--- config.mk ---
export PLATFORM = sky130hd
export DESIGN_NAME = sif_irq_ctrl
export DESIGN_NICKNAME = d
export VERILOG_FILES = /design/src/rtl/sif_pkg.sv /design/src/rtl/sif_reg_decode.sv /design/src/rtl/sif_flag_bank.sv /design/src/rtl/sif_enable_mask.sv /design/src/rtl/sif_irq_ctrl.sv
export SDC_FILE = /design/constraint.sdc
export NUM_CORES = 1
export LEC_CHECK = 0
export BUFFER_PORTS_ARGS = -buffer_cell sky130_fd_sc_hd__buf_4
export CORE_AREA = 3 3 40 42
export DETAILED_ROUTE_END_ITERATION = 7
export DIE_AREA = 0 0 43 45
export SLEW_MARGIN = 40
export SYNTH_ARGS = -nofsm -noshare
export SYNTH_HDL_FRONTEND = slang
export SYNTH_SLANG_ARGS = --single-unit
--- constraint.sdc ---
create_clock -name clk -period 0.94 [get_ports clk]
set_input_delay 0.094 -clock clk [delete_from_list [all_inputs] [get_ports clk]]
set_output_delay 0.094 -clock clk [all_outputs]
set_load 0.03 [all_outputs]
--- src/rtl/sif_pkg.sv ---
package sif_pkg;

    localparam int unsigned NUM_SRC = 4;
    localparam int unsigned ADDR_W  = 2;

    typedef enum logic [1:0] {
        SRC_RX_START = 2'd0,
        SRC_RX_DONE  = 2'd1,
        SRC_TX_DONE  = 2'd2,
        SRC_TX_EMPTY = 2'd3
    } src_e;

    typedef enum logic [ADDR_W-1:0] {
        REG_FLAGS  = 2'd0,
        REG_EN_SET = 2'd1,
        REG_EN_CLR = 2'd2,
        REG_NONE   = 2'd3
    } reg_addr_e;

    typedef logic [NUM_SRC-1:0] src_vec_t;

    typedef struct packed {
        src_vec_t flag_clr;
        src_vec_t en_set;
        src_vec_t en_clr;
    } wr_strobe_t;

    function automatic logic is_mask_addr(input logic [ADDR_W-1:0] a);
        return (a == REG_EN_SET) || (a == REG_EN_CLR);
    endfunction

endpackage

--- src/rtl/sif_reg_decode.sv ---
module sif_reg_decode
    import sif_pkg::*;
#(
    parameter int unsigned N  = NUM_SRC,
    parameter int unsigned AW = ADDR_W
) (
    input  logic           clk,
    input  logic           rst,
    input  logic           wr_en,
    input  logic [AW-1:0]  wr_addr,
    input  logic [N-1:0]   wr_data,
    input  logic [AW-1:0]  rd_addr,
    input  logic [N-1:0]   flags,
    input  logic [N-1:0]   mask,
    output wr_strobe_t     strobe,
    output logic [N-1:0]   rd_data
);

    always_comb begin
        strobe = '0;
        if (wr_en) begin
            case (wr_addr)
                REG_FLAGS:  strobe.flag_clr = wr_data;
                REG_EN_SET: strobe.en_set   = wr_data;
                REG_EN_CLR: strobe.en_clr   = wr_data;
                default:    strobe          = '0;
            endcase
        end
    end

    always_comb begin
        if (rd_addr == REG_FLAGS)
            rd_data = flags;
        else if (is_mask_addr(rd_addr))
            rd_data = mask;
        else
            rd_data = '0;
    end

    assert_spare_reads_zero_R7: assert property (@(posedge clk) disable iff (rst)
        (rd_addr == REG_NONE) |-> (rd_data == '0));

    assert_one_strobe_R7: assert property (@(posedge clk) disable iff (rst)
        $countones({|strobe.flag_clr, |strobe.en_set, |strobe.en_clr}) <= 1);

endmodule

--- src/rtl/sif_flag_bank.sv ---
module sif_flag_bank
    import sif_pkg::*;
#(
    parameter int unsigned N = NUM_SRC
) (
    input  logic         clk,
    input  logic         rst,
    input  logic [N-1:0] cond,
    input  logic [N-1:0] clr,
    output logic [N-1:0] flags
);

    for (genvar i = 0; i < N; i++) begin : g_flag
        always_ff @(posedge clk) begin
            if (rst)
                flags[i] <= 1'b0;
            else if (cond[i])
                flags[i] <= 1'b1;
            else if (clr[i])
                flags[i] <= 1'b0;
        end
    end

    assert_pulse_sets_R2: assert property (@(posedge clk) disable iff (rst)
        (|cond) |=> ((flags & $past(cond)) == $past(cond)));

    assert_set_beats_clear_R4: assert property (@(posedge clk) disable iff (rst)
        (|(cond & clr)) |=> ((flags & $past(cond & clr)) == $past(cond & clr)));

    assert_clear_only_ones_R3: assert property (@(posedge clk) disable iff (rst)
        (cond == '0) |=> (flags == ($past(flags) & ~$past(clr))));

    assert_reset_flags_R10: assert property (@(posedge clk)
        $past(rst) |-> (flags == '0));

endmodule

--- src/rtl/sif_enable_mask.sv ---
module sif_enable_mask
    import sif_pkg::*;
#(
    parameter int unsigned N = NUM_SRC
) (
    input  logic         clk,
    input  logic         rst,
    input  logic [N-1:0] set_bits,
    input  logic [N-1:0] clr_bits,
    output logic [N-1:0] mask
);

    for (genvar i = 0; i < N; i++) begin : g_en
        always_ff @(posedge clk) begin
            if (rst)
                mask[i] <= 1'b0;
            else if (set_bits[i])
                mask[i] <= 1'b1;
            else if (clr_bits[i])
                mask[i] <= 1'b0;
        end
    end

    assert_set_enables_R5: assert property (@(posedge clk) disable iff (rst)
        (|set_bits) |=> ((mask & $past(set_bits)) == $past(set_bits)));

    assert_clear_disables_R6: assert property (@(posedge clk) disable iff (rst)
        (|clr_bits && set_bits == '0) |=> ((mask & $past(clr_bits)) == '0));

    assert_zero_bits_hold_R5: assert property (@(posedge clk) disable iff (rst)
        1'b1 |=> ((mask & ~$past(set_bits | clr_bits)) ==
                  ($past(mask) & ~$past(set_bits | clr_bits))));

    assert_reset_mask_R10: assert property (@(posedge clk)
        $past(rst) |-> (mask == '0));

endmodule

--- src/rtl/sif_irq_ctrl.sv ---
module sif_irq_ctrl
    import sif_pkg::*;
(
    input  logic                clk,
    input  logic                rst,
    input  logic                wr_en,
    input  logic [ADDR_W-1:0]   wr_addr,
    input  logic [NUM_SRC-1:0]  wr_data,
    input  logic [ADDR_W-1:0]   rd_addr,
    output logic [NUM_SRC-1:0]  rd_data,
    input  logic [NUM_SRC-1:0]  cond_i,
    output logic                irq_o
);

    src_vec_t   flags;
    src_vec_t   mask;
    wr_strobe_t strobe;

    sif_reg_decode #(.N(NUM_SRC), .AW(ADDR_W)) u_dec (
        .clk     (clk),
        .rst     (rst),
        .wr_en   (wr_en),
        .wr_addr (wr_addr),
        .wr_data (wr_data),
        .rd_addr (rd_addr),
        .flags   (flags),
        .mask    (mask),
        .strobe  (strobe),
        .rd_data (rd_data)
    );

    sif_flag_bank #(.N(NUM_SRC)) u_flags (
        .clk   (clk),
        .rst   (rst),
        .cond  (cond_i),
        .clr   (strobe.flag_clr),
        .flags (flags)
    );

    sif_enable_mask #(.N(NUM_SRC)) u_mask (
        .clk      (clk),
        .rst      (rst),
        .set_bits (strobe.en_set),
        .clr_bits (strobe.en_clr),
        .mask     (mask)
    );

    assign irq_o = |(flags & mask);

    assert_irq_cause_R8: assert property (@(posedge clk) disable iff (rst)
        $rose(irq_o) |-> ($past(|cond_i) ||
                          ($past(wr_en) && $past(wr_addr) == REG_EN_SET)));

    assert_irq_hold_R9: assert property (@(posedge clk) disable iff (rst)
        (irq_o && !wr_en) |=> irq_o);

    assert_reset_irq_R10: assert property (@(posedge clk)
        $past(rst) |-> !irq_o);

endmodule

==> impl_metrics.yaml <==
worst_setup_path:
  slowest_cell_delay_on_critical_path_ns: 0.35
  worstPathArrival_ns: 0.98
  critPathKind: "flip-flop to primary output"
  element_type_at_the_critical_path_start: "flip-flop"
  r2r_slack_ns: -0.06
  worst-endpoint-required_ns: 0.85
  slowest_stage: "dfxtp_4"
  critPathCaptureType: "primary output"
  cp_max_fo: 3
  cp_cell_instances: "a22oi_2 -> nand2_1 -> buf_6"
sta:
  slew_viol_final: 0
  max_slew.worst_pin.slew_ns: 0.245
  setup-tns-final_ns: -0.503
  timing.slew.headroom: 0.835
  setup_violations: 6
  hold_viol_final: 0
  clock.fmax_mhz: 934
  rsz_0062_raised_after_global_routing: "yes"
  timing.clock.skew_ns: 0
  period_minus_slack_ns: 1.07
  fin_crit_sh: 1.14
  timing.final.ws_setup_ns: -0.131
yosys:
  mappedNetlistNets: 77
  yosysSeqAreaShare: 0.378
  synthCells: 61
  yosys.cell_types.count: 11
  synth-seq-cells: 8
  number_of_warnings_reported_in_the_yosys_synthesis_log: 0
  avgSynthCellArea_um2: 6.95
  syn_area_um2: 424
place:
  gp_congestion: 0.732
  dp.cells: 94
  dp.final_hpwl_um: 799
  port-buffer-count: 19
detailed_routing:
  detailedRoute.firstIterationViolations: 8
  remaining_drc_errors: 0
  final_routed_wirelength_mm: 1.14
  antenna_left: 0
  viasPerCell: 4.96
  route.vias.total: 501
  drt_pre_antenna_iters: 5
  wl_per_cell_um: 11.3
floorplan:
  die_height_um: 45
  design.die.area_um2: 1940
  floorplan.io_pins: 20
  num_rows: 13
  coreArea_um2: 1280
  initial_core_util: 0.330
  die_x_um: 43
power:
  power.leakage_nw: 0.314
  cellPowerDensity_nw_per_um2: 1240
  overall_power_mw: 0.894
  ir_worst_vdd_mv: 0.633
grt:
  grt_pass1_vias: 465
  antenna_found_initial: 0
  grt_use_total: 0.132
  grt_start_max_net_pins: 9
  grt_first_pass_wirelength_mm: 1.91
  grt_overflow_total: 0
job:
  cap_viol_max_count: 0
finish:
  syn_to_final_growth_pct: 69.6
  drive_gt1_frac: 0.535
  instances_no_fill: 101
  n_fill_cell: 133
  insertedDiodeCount: 0
  finalNetCount: 104
clock_network:
  clock_latency_ns: 0.26
  clock_path_buffers: 2
  post_cts_hold_buffer_count: 0
  clock_tree_from_tritoncts: "built"
  clock_tree.htree_level_count: 1
  cts_made_buffers: 3
  clk_transition_reported_paths_ns: 0.06
  root_buffer: "clkbuf_4"
  clkSinkCount: 8
hold_path:
  min_path_type: "input port to flip-flop"
outcome:
  violations: "setup timing"
  run_status: "complete, but fails checks"
cell usage after synthesis:
master,n,share of area
buf_2,1,0.012
o21ai_0,12,0.14
nand2_1,13,0.12
a22oi_1,2,0.035
inv_1,6,0.053
ha_1,1,0.029
buf_1,1,0.0088
a21oi_1,8,0.094
dfxtp_1,8,0.38
a31oi_1,4,0.059
or2_1,5,0.074
power breakdown:
group	leakage (nW)	switching (mW)	internal, mW	total [mW]
logic	0.232	0.116	0.124	0.240
registers	0.0687	0.0229	0.362	0.385
clock network	0.0138	0.123	0.147	0.270
sequential cells by signal, summed over array words and instances (netlist names):
name / flops
u_mask.mask: 4
u_flags.flags: 4
critical path: cells and delay by family, from the launching register on:
kind,cells,cell delay [ns]
buf+inv,1,0.14
compound gates,1,0.15
flops,1,0.35
simple gates,1,0.08
final timing paths:
kind | from | endpoint | cells after the start
setup / recovery | u_mask.mask[1] | irq_o | 3
hold / removal | rst | u_mask.mask[1] | 2
setup reg to reg | u_mask.mask[1] | u_mask.mask[1] | 5
hold reg to reg | u_flags.flags[1] | u_flags.flags[1] | 2
cells by family after synthesis:
| kind of cell | Yosys count | synth area share |
|---|---|---|
| AO/OA/AOI/OAI | 26 | 0.330 |
| flip-flops | 8 | 0.378 |
| adder cells (fa/ha/maj) | 1 | 0.0295 |
| AND/OR/NAND/NOR | 18 | 0.189 |
| buffers and inverters | 8 | 0.0737 |
through the flow:
stage	instance area (um2)	worst slack [ns]	hold slack (ns)	utilization
after floorplan	439	0.0553	0.223	-
after global placement	599	-0.0752	0.326	0.466
after detailed placement	599	-0.103	0.331	0.466
after CTS	687	-0.143	0.0508	0.535
after global routing	719	-0.192	0.0605	0.560
final	719	-0.131	0.0591	0.560
per-layer routing:
layer | wire length, um | part of all wire | track usage | vias up
li1 | - | - | - | 261
met1 | 483 | 0.42 | 0.173 | 217
met5 | 0 | 0 | 0 | -
met2 | 551 | 0.48 | 0.207 | 21
met4 | 13 | 0.011 | 0.0723 | 0
met3 | 92 | 0.081 | 0.0239 | 2
placed cells by master, fill, tap and decap left out:
master and count:
nand2_2 4, dfxtp_1 3, dfxtp_4 2, or2_1 5, clkbuf_4 3, a21oi_2 3
a31oi_1 4, buf_6 6, ha_2 1, o21ai_0 8, dfxtp_2 3, a21oi_1 5
inv_1 6, o21ai_2 4, buf_4 18, nand2_1 9, a22oi_2 2
final cells by class:
type	count	area [um2]	share of cell area
clock buffer	3	22.5	0.0313
tap	15	18.8	0.0261
timing repair buffer	24	203	0.282
multi-input combinational	45	282	0.391
sequential	8	171	0.238
inverter	6	22.5	0.0313
what timing repair did:
item                                    in CTS  in global routing
buffers inserted                             3                  1
gates resized for setup                     16                  7
pin swaps                                    3                  4
endpoints found under the setup margin       5                  8
Note: power is estimated with default switching activity, not from simulation.
